$ cat src/rtl/cam_chain_pkg.sv
// Shared types for the cascade link.
// Assumes: read kinds are encoded on a single bit at the top ports.
package cam_chain_pkg;
    typedef enum logic {
        RD_MATCH = 1'b0,
        RD_FREE  = 1'b1
    } rd_kind_e;

    localparam logic [15:0] BCAST_SEL = 16'hFFFF;
endpackage

$ cat src/rtl/chain_flags.sv
// Chain flag logic: latches the chain enable at the start of each access
// and combines local hit and free status with the upstream chain inputs.
// Assumes: chain inputs are active low; the flag ripple settles within a cycle.
module chain_flags (
    input  logic clk,
    input  logic rst_n,
    input  logic soft_clr,
    input  logic cyc_start,
    input  logic chain_en_n,
    input  logic up_hit_n,
    input  logic up_full_n,
    input  logic arr_hit,
    input  logic arr_has_free,
    output logic dn_hit_n,
    output logic dn_full_n
);
    logic en_q;

    // Capture the chain enable only when an access begins.
    always_ff @(posedge clk) begin
        if (!rst_n || soft_clr)
            en_q <= 1'b0;
        else if (cyc_start)
            en_q <= ~chain_en_n;
    end

    // Pass a hit downstream when enabled and any device up to here hits.
    always_comb dn_hit_n = ~(en_q & (arr_hit | ~up_hit_n));

    // The device reports full only when all devices above and itself are full.
    always_comb dn_full_n = up_full_n | arr_has_free;

    assert_en_hold_R2: assert property (@(posedge clk) disable iff (!rst_n)
        (!cyc_start && !soft_clr) |=> $stable(en_q));

    assert_quiet_when_off_R2: assert property (@(posedge clk) disable iff (!rst_n)
        soft_clr |=> dn_hit_n);

    assert_full_rule_R3: assert property (@(posedge clk) disable iff (!rst_n)
        !dn_full_n |-> (!up_full_n && !arr_has_free));
endmodule

$ cat src/rtl/dev_select.sv
// Device selection: holds the page number and device-select value and
// flags the device as selected on equality or broadcast.
// Assumes: only a hardware reset clears these registers.
module dev_select #(
    parameter int unsigned DATA_W = 16
) (
    input  logic              clk,
    input  logic              rst_n,
    input  logic              page_wr,
    input  logic              sel_wr,
    input  logic [DATA_W-1:0] wr_data,
    output logic [DATA_W-1:0] page_q,
    output logic              dev_sel
);
    import cam_chain_pkg::*;

    logic [DATA_W-1:0] sel_q;

    // Page register, loaded by the host.
    always_ff @(posedge clk) begin
        if (!rst_n)
            page_q <= '0;
        else if (page_wr)
            page_q <= wr_data;
    end

    // Device-select register, loaded by the host.
    always_ff @(posedge clk) begin
        if (!rst_n)
            sel_q <= '0;
        else if (sel_wr)
            sel_q <= wr_data;
    end

    // Selected on matching page or on broadcast value.
    always_comb dev_sel = (sel_q == page_q) || (sel_q == BCAST_SEL[DATA_W-1:0]);

    assert_bcast_R8: assert property (@(posedge clk) disable iff (!rst_n)
        (sel_wr && wr_data == BCAST_SEL[DATA_W-1:0]) |=> dev_sel);
endmodule

$ cat src/rtl/bus_arbiter.sv
// Bus ownership: lets the device drive the shared bus only when it is
// selected and is the highest-priority owner of the requested result.
// Assumes: upstream hit and full inputs reflect all higher devices.
module bus_arbiter #(
    parameter int unsigned ADDR_W = 11,
    parameter int unsigned DATA_W = 16,
    localparam int unsigned TAG_W = DATA_W - ADDR_W
) (
    input  logic              dev_sel,
    input  logic              rd_req,
    input  logic              rd_kind,
    input  logic              up_hit_n,
    input  logic              up_full_n,
    input  logic              arr_hit,
    input  logic              arr_has_free,
    input  logic [ADDR_W-1:0] arr_hit_addr,
    input  logic [ADDR_W-1:0] arr_free_addr,
    input  logic [TAG_W-1:0]  page_tag,
    output logic              bus_oe,
    output logic [DATA_W-1:0] bus_dout
);
    import cam_chain_pkg::*;

    rd_kind_e kind;
    logic     own_match;
    logic     own_free;

    // Decode the read kind and work out which results this device owns.
    always_comb begin
        kind      = rd_kind_e'(rd_kind);
        own_match = arr_hit & up_hit_n;
        own_free  = arr_has_free & ~up_full_n;
    end

    // Drive enable and tagged data for the owned result.
    always_comb begin
        bus_oe   = 1'b0;
        bus_dout = '0;
        if (kind == RD_MATCH) begin
            bus_oe   = rd_req & dev_sel & own_match;
            bus_dout = {page_tag, arr_hit_addr};
        end else begin
            bus_oe   = rd_req & dev_sel & own_free;
            bus_dout = {page_tag, arr_free_addr};
        end
    end

    always_comb begin
        if (bus_oe && kind == RD_MATCH)
            assert_match_owner_R5: assert (arr_hit && up_hit_n && dev_sel);
        if (bus_oe && kind == RD_FREE)
            assert_free_owner_R7: assert (arr_has_free && !up_full_n && dev_sel);
    end
endmodule

$ cat src/rtl/cam_chain_node.sv
// Cascade link top: chain flags, device selection and bus ownership
// for one device in a chain of search memories.
// Assumes: ADDR_W < DATA_W so the page tag has at least one bit.
module cam_chain_node #(
    parameter int unsigned ADDR_W = 11,
    parameter int unsigned DATA_W = 16,
    localparam int unsigned TAG_W = DATA_W - ADDR_W
) (
    input  logic              clk,
    input  logic              rst_n,
    input  logic              soft_clr,
    input  logic              cyc_start,
    input  logic              chain_en_n,
    input  logic              up_hit_n,
    input  logic              up_full_n,
    input  logic              arr_hit,
    input  logic              arr_multi,
    input  logic [ADDR_W-1:0] arr_hit_addr,
    input  logic              arr_has_free,
    input  logic [ADDR_W-1:0] arr_free_addr,
    input  logic              page_wr,
    input  logic              sel_wr,
    input  logic [DATA_W-1:0] wr_data,
    input  logic              rd_req,
    input  logic              rd_kind,
    output logic              dn_hit_n,
    output logic              dn_full_n,
    output logic              loc_hit_n,
    output logic              loc_multi_n,
    output logic              dev_sel,
    output logic              bus_oe,
    output logic [DATA_W-1:0] bus_dout
);
    logic [DATA_W-1:0] page_q;

    chain_flags u_flags (
        .clk          (clk),
        .rst_n        (rst_n),
        .soft_clr     (soft_clr),
        .cyc_start    (cyc_start),
        .chain_en_n   (chain_en_n),
        .up_hit_n     (up_hit_n),
        .up_full_n    (up_full_n),
        .arr_hit      (arr_hit),
        .arr_has_free (arr_has_free),
        .dn_hit_n     (dn_hit_n),
        .dn_full_n    (dn_full_n)
    );

    dev_select #(.DATA_W(DATA_W)) u_sel (
        .clk     (clk),
        .rst_n   (rst_n),
        .page_wr (page_wr),
        .sel_wr  (sel_wr),
        .wr_data (wr_data),
        .page_q  (page_q),
        .dev_sel (dev_sel)
    );

    bus_arbiter #(.ADDR_W(ADDR_W), .DATA_W(DATA_W)) u_arb (
        .dev_sel       (dev_sel),
        .rd_req        (rd_req),
        .rd_kind       (rd_kind),
        .up_hit_n      (up_hit_n),
        .up_full_n     (up_full_n),
        .arr_hit       (arr_hit),
        .arr_has_free  (arr_has_free),
        .arr_hit_addr  (arr_hit_addr),
        .arr_free_addr (arr_free_addr),
        .page_tag      (page_q[TAG_W-1:0]),
        .bus_oe        (bus_oe),
        .bus_dout      (bus_dout)
    );

    // Local flags are reported without any chain qualification.
    always_comb begin
        loc_hit_n   = ~arr_hit;
        loc_multi_n = ~arr_multi;
    end

    assert_no_hit_no_drive_R6: assert property (@(posedge clk) disable iff (!rst_n)
        (rd_req && !rd_kind && !arr_hit) |-> !bus_oe);

    assert_multi_implies_hit_R4: assert property (@(posedge clk) disable iff (!rst_n)
        (arr_multi && arr_hit) |-> (!loc_multi_n && !loc_hit_n));

    assert_soft_keeps_sel_R10: assert property (@(posedge clk) disable iff (!rst_n)
        (soft_clr && !page_wr && !sel_wr) |=> $stable(dev_sel));

    assert_hit_source_R1: assert property (@(posedge clk) disable iff (!rst_n)
        (!dn_hit_n) |-> (arr_hit || !up_hit_n));
endmodule

$ cat config.mk
export PLATFORM = sky130hd
export DESIGN_NAME = cam_chain_node
export DESIGN_NICKNAME = d
export VERILOG_FILES = /design/src/rtl/cam_chain_pkg.sv /design/src/rtl/chain_flags.sv /design/src/rtl/dev_select.sv /design/src/rtl/bus_arbiter.sv /design/src/rtl/cam_chain_node.sv
export SDC_FILE = /design/constraint.sdc
export NUM_CORES = 1
export LEC_CHECK = 0
export BUFFER_PORTS_ARGS = -buffer_cell sky130_fd_sc_hd__buf_2
export CAP_MARGIN = 20
export CORE_MARGIN = 5
export CORE_UTILIZATION = 30
export DETAILED_ROUTE_END_ITERATION = 12
export PLACE_DENSITY = 0.55
export SYNTH_ARGS = -nofsm -noshare
export SYNTH_HDL_FRONTEND = slang
export SYNTH_HIERARCHICAL = 1
export SYNTH_SLANG_ARGS = --single-unit
$ cat constraint.sdc
create_clock -name clk -period 2.1 [get_ports clk]
set_input_delay 0.105 -clock clk [delete_from_list [all_inputs] [get_ports clk]]
set_output_delay 0.105 -clock clk [all_outputs]
set_load 0.01 [all_outputs]
==> results of run 1 <==
worst reg2reg max path: stages, from the launching register on:
cell	delay [ps]
dfxtp_1	330
nor2_1	50
a2111oi_1	330
logic make-up (layout without fill, tap and decap cells):
group | count (synthesis) | count (layout) | synth area share (%)
simple gates | 48 | 48 | 17.8
mux | 43 | 43 | 26.7
flops | 33 | 33 | 39.7
buf+inv | 17 | 86 | 6.16
xor+xnor | 16 | 16 | 8.42
compound gates | 3 | 3 | 1.20
worst max path at each step:
stage	depth (start not counted)	from	slack, ps	end
CTS	6	u_sel/sel_q[9]$_SDFFE_PN0P_	290	bus_oe
floorplan	5	u_sel/sel_q[14]$_SDFFE_PN0P_	670	bus_oe
detailed placement	6	u_sel/sel_q[9]$_SDFFE_PN0P_	600	bus_oe
finish	6	u_sel/sel_q[9]$_SDFFE_PN0P_	310	bus_oe
global route	7	u_sel/sel_q[10]$_SDFFE_PN0P_	180	bus_oe
global placement	7	u_sel/sel_q[10]$_SDFFE_PN0P_	610	bus_oe
synthesized netlist by cell type, drive strengths merged, types with 2 or more instances:
cell	number	area (um2)
dfxtp	33	661
mux2i	32	320
nor2b	32	200
xor2	16	140
mux2	11	124
buf	10	76.3
nand4	5	31.3
inv	4	15.0
nor4	4	25.0
clkbuf	3	11.3
nand2	2	7.51
nand3b	2	15.0
power breakdown:
group | switching (mW) | leakage, nW | internal, mW
clock network | 0.211 | 0.0585 | 0.386
logic | 0.109 | 0.747 | 0.133
registers | 0.0309 | 0.273 | 0.664
total | 0.351 | 1.08 | 1.18
routing by layer:
layer  share of wire, %  wire, um  global-route usage [%]
met1                 43      1680                    13.1
met5                  0         0                       0
met2                 50      1930                    17.4
met4               0.64        25                    4.03
met3                6.5       252                    4.02
area by class of cell:
type                       instances  area [um2]  share of cell area [%]
multi-input combinational        110         901                    41.7
sequential                        33         661                    30.6
timing repair buffer              74         375                    17.4
tap                               72        90.1                    4.17
clock buffer                       7        86.3                    4.00
clock inverter                     1        30.0                    1.39
inverter                           4        15.0                   0.696
cells in the final DEF (no fill, tap or decap), drive strengths merged, types with 2 or more instances in the layout:
| master | n |
|---|---|
| xor2 | 16 |
| mux2 | 11 |
| nand4 | 5 |
| clkbuf | 7 |
| nor2b | 32 |
| mux2i | 32 |
| nand3b | 2 |
| nand2 | 2 |
| buf | 73 |
| nor4 | 4 |
| inv | 4 |
| dfxtp | 33 |
per-stage QoR:
stage	hold WS, ps	setup WS (ps)	util (%)	area, um2	power [mW]
after global placement	278	611	37.4	2030	0.950
after floorplan	186	675	-	1660	0.860
final	14.7	310	39.7	2160	1.53
after detailed placement	279	599	37.4	2030	0.953
after CTS	1.80	287	39.7	2160	1.57
after global routing	20.4	177	39.7	2160	1.62
flip-flops by register name, indices dropped and copies added (netlist names):
signal and count:
u_flags/en_q 1, u_sel/sel_q 16, u_sel/page_q 16
repair_timing:
item,in CTS,in global routing
hold buffers,1,0
endpoints found under the hold margin,1,0
buffers inserted,0,0
==> run summary, run 1 <==
fin crit period - 1790 ps
final setup skew - 0 ps
fin cells - 301
FILL cells - 555
most used cell, CP - nand2_1
CTS tree - yes
die area - 0.00714 mm2
P_leak - 1.08 nW
# diodes - 0
DR WL/cell - 12.9 um
clock root buffer - clkbuf_8
crit path capture type - output port
vias in the first global route - 1276
deepest clock path buffer count - 2
final wirelength - 3.89 mm
core box area - 0.00544 mm2
Initial DRT Pass Iterations - 4
DIE WIDTH - 84.5 um
CTS Sinks - 33
total placed cells including tap cells - 292
Worst-path clk slew - 60 ps
share of post-route cells with drive strength above 1 - 40.2%
worst reg2reg setup slack - 1290 ps
Slew HR - 65.4%
GRT overflow - 0
Hold Path Origin - chain_en_n
critical path's largest stage delay - 520 ps
All-Layer GR Usage - 10.8%
Peak VDD IR - 0.000461 V
status - complete, no violations
Yosys warning count - 6
initial core utilization - 30.6%
largest net degree at the start of global routing - 34
CP delay by family, top - simple AND/OR/NAND/NOR gates
Worst Reg-to-Reg Cells - 2
CP Buf/Inv Count - 1
Critical Path AT - 1690 ps
Yosys reg bits - 33
Max Fclk - 0.559 GHz
worst skew pair latency - 270 ps
Hold/Removal Path Class - in2reg
Least-Margin Pin Slew - 519 ps
CP required - 2000 ps
number of flops mapped to enable cells by yosys - 0
hold path depth - 2
post-CTS resize count - 0
Worst path slowest cell - or4_1
crit path kind - reg2out
CP Cell Sequence - nand4_1 > or4_1 > nand2_1 > nand2_1 > a21oi_1 > buf_2
Final HPWL DP - 3.04 mm
worst r2r src - u_flags/en_q$_SDFFE_PP0P_
fraction of registers with async set/reset - 0%
height of the die - 84.5 um
post-synth cell types - 20
Final nets - 280
DRT antenna net count - 0
Max Slew Vio Count - 0
setup TNS - 0 ps
Main synth FF type - dfxtp_1
number of vias per cell - 4.29
# IOs - 74
RSZ-0062 raised after global routing - no
Max Cap Viol - 0
Post-Syn Area - 0.00166 mm2
synthesis-to-finish area growth - 29.7%
num rows - 27
antenna violations before repair - 0
syn nets - 212
total CTS buffers - 5
worst hold endpoint - u_flags/en_q$_SDFFE_PP0P_
period utilization - 85.2%
worst-path fanout max - 3
pwr dens - 711 mW/mm2
final hold vios - 0
Final setup viols - 0
critical path startpoint category - flip-flop
Avg Cell Area, Syn - 10.4 um2
Post-Synthesis Cells - 160
reg2reg end - u_flags/en_q$_SDFFE_PP0P_
PortBufs - 73
Seq/Total Area, Yosys - 39.7%
Iter 0 DRT Violations - 27
DRC Markers - 0
routability cong. - 0.713
via count - 1291
first-pass GRT wire length - 6.19 mm
H-tree levels - 2
No activity file was read; power rests on OpenSTA's default activity.
==> inputs of run 2 (changes only) <==
--- a/config.mk
+++ b/config.mk
@@ -11,6 +11,7 @@
 export CORE_UTILIZATION = 30
 export DETAILED_ROUTE_END_ITERATION = 12
 export PLACE_DENSITY = 0.55
+export RECOVER_POWER = 50
 export SYNTH_ARGS = -nofsm -noshare
 export SYNTH_HDL_FRONTEND = slang
 export SYNTH_HIERARCHICAL = 1
==> run 2 against run 1 <==
Net effect:
- routed wire length is essentially flat
- largest power group unchanged
- count of clock-buffer cells in the layout is the same
- final area shrank 0.23%
- critical endpoint unchanged
==> run summary, run 2 (synthesis results as in run 1) <==
worst-path fanout max - 3
initial core utilization - 30.6%
PortBufs - 73
met3 usage - 4.02%
CTS tree - yes
Final HPWL DP - 3.04 mm
Max Cap Viol - 0
CP Buf/Inv Count - 1
worst skew pair latency - 270 ps
Final nets - 280
period utilization - 85.2%
DIE WIDTH - 84.5 um
final hold vios - 0
FILL cells - 559
die area - 0.00714 mm2
DRT antenna net count - 0
share of post-route cells with drive strength above 1 - 38.4%
Max Fclk - 0.559 GHz
deepest clock path buffer count - 2
final setup skew - 0 ps
most frequent cells in the layout - buf_2, dfxtp_1, mux2i_1, nor2b_1, xor2_1
GR Util met1 - 13.1%
Final Worst Setup Slack - 310 ps
Final setup viols - 0
CP delay by family, top - simple AND/OR/NAND/NOR gates
top flop regs - u_sel/page_q x16, u_sel/sel_q x16, u_flags/en_q x1
pwr dens - 713 mW/mm2
Pwr Total - 1.53 mW
All-Layer GR Usage - 10.8%
Iter 0 DRT Violations - 27
fin crit period - 1790 ps
H-tree levels - 2
number of vias per cell - 4.28
final wirelength - 3.89 mm
setup TNS - 0 ps
num rows - 27
Least-Margin Pin Slew - 1240 ps
DR WL/cell - 12.9 um
critical path startpoint category - flip-flop
Max Slew Vio Count - 0
CP required - 2000 ps
Slew HR - 17.2%
vias in the first global route - 1276
DRC Markers - 0
GR Util met2 - 17.4%
synthesis-to-finish area growth - 29.4%
most used cell, CP - nand2_1
Worst path slowest cell - or4_1
Peak VDD IR - 0.000461 V
CP Cell Sequence - nand4_1 > or4_1 > nand2_1 > nand2_1 > a21oi_1 > buf_2
status - complete, no violations
P_leak - 1.07 nW
hold path depth - 2
# diodes - 0
Critical Path AT - 1690 ps
total CTS buffers - 5
busiest grt layer - met2
pre-CTS setup slack - 599 ps
antenna violations before repair - 0
via count - 1288
RSZ-0062 raised after global routing - no
Hold/Removal Path Class - in2reg
Initial DRT Pass Iterations - 4
clock root buffer - clkbuf_8
core box area - 0.00544 mm2
post-CTS resize count - 0
Worst path depth - 6
first-pass GRT wire length - 6.19 mm
Worst-path clk slew - 60 ps
# IOs - 74
height of the die - 84.5 um
critical path's largest stage delay - 520 ps
GRT overflow - 0
CTS Sinks - 33
crit path kind - reg2out
commonest non-fill, non-tap cell in the layout - buf_2
crit path capture type - output port
Worst Reg-to-Reg Cells - 2
routability cong. - 0.713
largest net degree at the start of global routing - 34
==> run 2: cell count changes in the layout (fill, tap and decap cells not counted), sizes merged <==
cell,delta
buf,-4
clkbuf,+4
==> run 2: through the flow <==
stage | cell area [um2] | hold WS (ps) | utilization (%) | std cells
2_1_floorplan | 1660 | 186 | - | 160
3_3_place_gp | 2030 | 278 | 37.4 | 292
3_5_place_dp | 2030 | 279 | 37.4 | 292
4_1_cts | 2160 | 1.80 | 39.7 | 301
5_1_grt | 2150 | 20.4 | 39.6 | 301
6_report | 2150 | 14.7 | 39.6 | 301
==> run 2: final timing paths <==
check,from,end,slack (ps)
setup / recovery,u_sel/sel_q[9]$_SDFFE_PN0P_,bus_oe,310
hold / removal,chain_en_n,u_flags/en_q$_SDFFE_PP0P_,10
setup reg to reg,u_flags/en_q$_SDFFE_PP0P_,u_flags/en_q$_SDFFE_PP0P_,1290
hold reg to reg,u_flags/en_q$_SDFFE_PP0P_,u_flags/en_q$_SDFFE_PP0P_,510
==> run 2: what timing repair did <==
action,in CTS,in global routing
hold endpoints to repair,1,0
hold buffers,1,0
buffers inserted,0,0
==> run 2: layer usage <==
| layer | vias to the layer above | routed length (um) |
|---|---|---|
| li1 | 672 | - |
| met1 | 579 | 1680 |
| met2 | 34 | 1940 |
| met3 | 3 | 253 |
| met4 | 0 | 25 |
| met5 | - | 0 |
==> run 2: final cells by class <==
class / count / area [um2] / share of cell area [%]
clock inverters: 1 / 30.0 / 1.39
repair buffers: 74 / 370 / 17.2
flip-flops and latches: 33 / 661 / 30.7
multi-input cells: 110 / 901 / 41.8
clock buffers: 7 / 86.3 / 4.01
well taps: 72 / 90.1 / 4.18
inverters: 4 / 15.0 / 0.697
==> run 2: power by group <==
part / internal (mW) / switching [mW] / total, mW / leakage [nW]
Sequential: 0.664 / 0.0309 / 0.695 / 0.273
Combinational: 0.133 / 0.109 / 0.243 / 0.736
Clock: 0.386 / 0.211 / 0.597 / 0.0585
Total: 1.18 / 0.351 / 1.53 / 1.07
==> run 2: worst reg2reg max path, delay by kind of cell, from the launching register on <==
| kind | cells | cell delay (ps) |
|---|---|---|
| AND/OR/NAND/NOR | 1 | 50 |
| flip-flops | 1 | 330 |
| AO/OA/AOI/OAI | 1 | 330 |
==> inputs of run 3 (changes only) <==
--- a/config.mk
+++ b/config.mk
@@ -5,12 +5,13 @@
 export SDC_FILE = /design/constraint.sdc
 export NUM_CORES = 1
 export LEC_CHECK = 0
+export ABC_AREA = 1
 export BUFFER_PORTS_ARGS = -buffer_cell sky130_fd_sc_hd__buf_2
 export CAP_MARGIN = 20
 export CORE_MARGIN = 5
 export CORE_UTILIZATION = 30
 export DETAILED_ROUTE_END_ITERATION = 12
-export PLACE_DENSITY = 0.55
+export PLACE_DENSITY = 0.56
 export RECOVER_POWER = 50
 export SYNTH_ARGS = -nofsm -noshare
 export SYNTH_HDL_FRONTEND = slang
==> run 3 against run 2 <==
Net effect:
- first-iteration DRC count rose by 44%
- via count grew 41%
- area after synthesis up 2.8%
- register-to-register slack improved by 110 ps
- count of clock-buffer cells in the layout is 1 higher
- worst hold slack better by 42 ps
- global-route usage increased by 1.9 points
- critical path depth increased by 7
==> run summary, run 3 <==
status - complete, no violations
Setup Buffers After CTS - 0
FF/Latch Area - 661 um2
Max Slew Vio Count - 0
area share of the leading cell type in the synthesized netlist - 38.6%
Slew HR - 22.8%
top flop regs - u_sel/page_q x16, u_sel/sel_q x16, u_flags/en_q x1
GR Util met2 - 20.9%
Peak VDD IR - 0.000278 V
Worst path depth - 13
footprint of the multi-input gates - 802 um2
final setup skew - 0 ps
Post-synth top cells - nand2_1, nor2_1, dfxtp_1
period utilization - 79.6%
Worst path slowest cell - dfxtp_1
area leader, netlist - dfxtp_1
share of post-route cells with drive strength above 1 - 24.6%
Final setup viols - 0
num rows - 27
CTS tree - yes
CTS Sinks - 33
Critical Path AT - 1570 ps
Yosys warning count - 6
crit path kind - reg2out
CP required - 2000 ps
count leader, synth - nand2_1
worst skew pair latency - 280 ps
most frequent cells in the layout - nand2_1, buf_2, nor2_1
GR Util met1 - 15.5%
PortBufs - 73
Post-Syn Area - 0.00171 mm2
most used cell, CP - nand2_1
fin crit period - 1670 ps
commonest non-fill, non-tap cell in the layout - nand2_1
All-Layer GR Usage - 12.8%
setup TNS - 0 ps
Hold/Removal Path Class - in2reg
Post-DP Area - 0.00205 mm2
routability cong. - 0.793
synthesis-to-finish area growth - 24.2%
final wirelength - 4.43 mm
height of the die - 85.5 um
final core occ - 38.3%
largest net degree at the start of global routing - 34
core box area - 0.00554 mm2
crit path capture type - output port
post-CTS resize count - 0
Final nets - 392
fraction of registers with async set/reset - 0%
H-tree levels - 2
die area - 0.00731 mm2
Initial DRT Pass Iterations - 4
clock root buffer - clkbuf_8
Seq/Total Area, Yosys - 38.6%
CP delay by family, top - simple AND/OR/NAND/NOR gates
worst r2r src - u_sel/sel_q[13]$_SDFFE_PN0P_
worst-path fanout max - 4
RSZ-0062 raised after global routing - no
number of flops mapped to enable cells by yosys - 0
# IOs - 74
via count - 1816
DIE WIDTH - 85.5 um
vias in the first global route - 1647
reg2reg end - u_sel/sel_q[13]$_SDFFE_PN0P_
Crit. Startpoint - u_sel/sel_q[9]$_SDFFE_PN0P_
Final HPWL DP - 3.39 mm
# diodes - 0
critical path's largest stage delay - 380 ps
Main synth FF type - dfxtp_1
total CTS buffers - 5
first-pass GRT wire length - 7.55 mm
Max Cap Viol - 0
Max Fclk - 0.598 GHz
FILL cells - 614
initial core utilization - 30.9%
met3 usage - 4.51%
CP Cell Sequence - nand2_1 > inv_1 > nor2_1 > nor2_1 > nand2_1 > nor2_1 > nand2_1 > nand2_1 > nand2_1 > inv_1 > nand2_1 > nor2_1 > buf_2
pwr dens - 666 mW/mm2
Post-Synthesis Cells - 274
DRT antenna net count - 0
Worst Reg-to-Reg Cells - 2
critical path startpoint category - flip-flop
Worst-path clk slew - 60 ps
number of vias per cell - 4.40
Avg Cell Area, Syn - 6.24 um2
DR WL/cell - 10.7 um
busiest grt layer - met2
Worst Setup EP - bus_oe
syn nets - 326
final instance area - 0.00212 mm2
worst reg2reg setup slack - 1400 ps
Least-Margin Pin Slew - 1160 ps
Yosys reg bits - 33
CP Buf/Inv Count - 3
deepest clock path buffer count - 2
Iter 0 DRT Violations - 39
hold_buf cts - 0
antenna violations before repair - 0
Hold Path Origin - wr_data[4]
DRC Markers - 0
P_leak - 1.14 nW
Area contributors post-synth - dfxtp_1, nand2_1, nor2_1
final hold vios - 0
post-synth cell types - 14
GRT overflow - 0
## run 3: cell types whose count changed in the layout (fill, tap and decap cells not counted), sizes merged, moves of 2 or more
cell    delta
nand3b     -2
mux2i     -32
inv       +31
nor2      +50
nor4       -4
nor2b     -32
nand2     +79
o21ai     +32
xor2      -16
a21oi     +20
mux2      -11
## run 3: cell type report
cell class                 instances  share of cell area (%)
timing repair buffer              73                    17.0
tap                               72                    4.24
inverter                          35                    6.18
sequential                        33                    31.1
clock buffer                       8                    3.77
multi-input combinational        192                    37.8
## run 3: kinds of logic after synthesis
family,count (synthesis),share of synthesized area [%]
buffers and inverters,49,14.5
flip-flops,33,38.6
AND/OR/NAND/NOR,138,31.1
AO/OA/AOI/OAI,54,15.8
## run 3: where the power goes
part	internal (mW)	total, mW	switching, mW
combinational	0.109	0.256	0.147
sequential	0.670	0.703	0.0330
clock	0.235	0.456	0.221
total	1.01	1.42	0.400
## run 3: tightest hold or removal path: stages
cell and delay, ps:
buf_2 90, nor2_1 40, nor2_1 80
## run 3: how the worst min path moves through the flow
stage,end,cells past startpoint
after global placement,u_sel/page_q[1]$_SDFFE_PN0P_,3
after detailed placement,u_sel/page_q[13]$_SDFFE_PN0P_,3
after CTS,u_sel/sel_q[4]$_SDFFE_PN0P_,3
after global routing,u_sel/sel_q[4]$_SDFFE_PN0P_,3
final,u_sel/sel_q[4]$_SDFFE_PN0P_,3
after floorplan,u_flags/en_q$_SDFFE_PP0P_,2
## run 3: through the flow
stage               worst slack [ps]  cells  hold WS, ps  power, mW
floorplan                        849    274          234      0.883
global placement                 728    405          345      0.978
detailed placement               727    405          352      0.979
CTS                              414    413         54.8       1.44
global route                     172    413         63.4       1.52
finish                           428    413         57.0       1.42
## run 3: per-layer routing
layer,share of wire (%),vias to the layer above
li1,-,977
met1,45,767
met2,43,65
met3,11,7
met4,1.2,0
met5,0,-
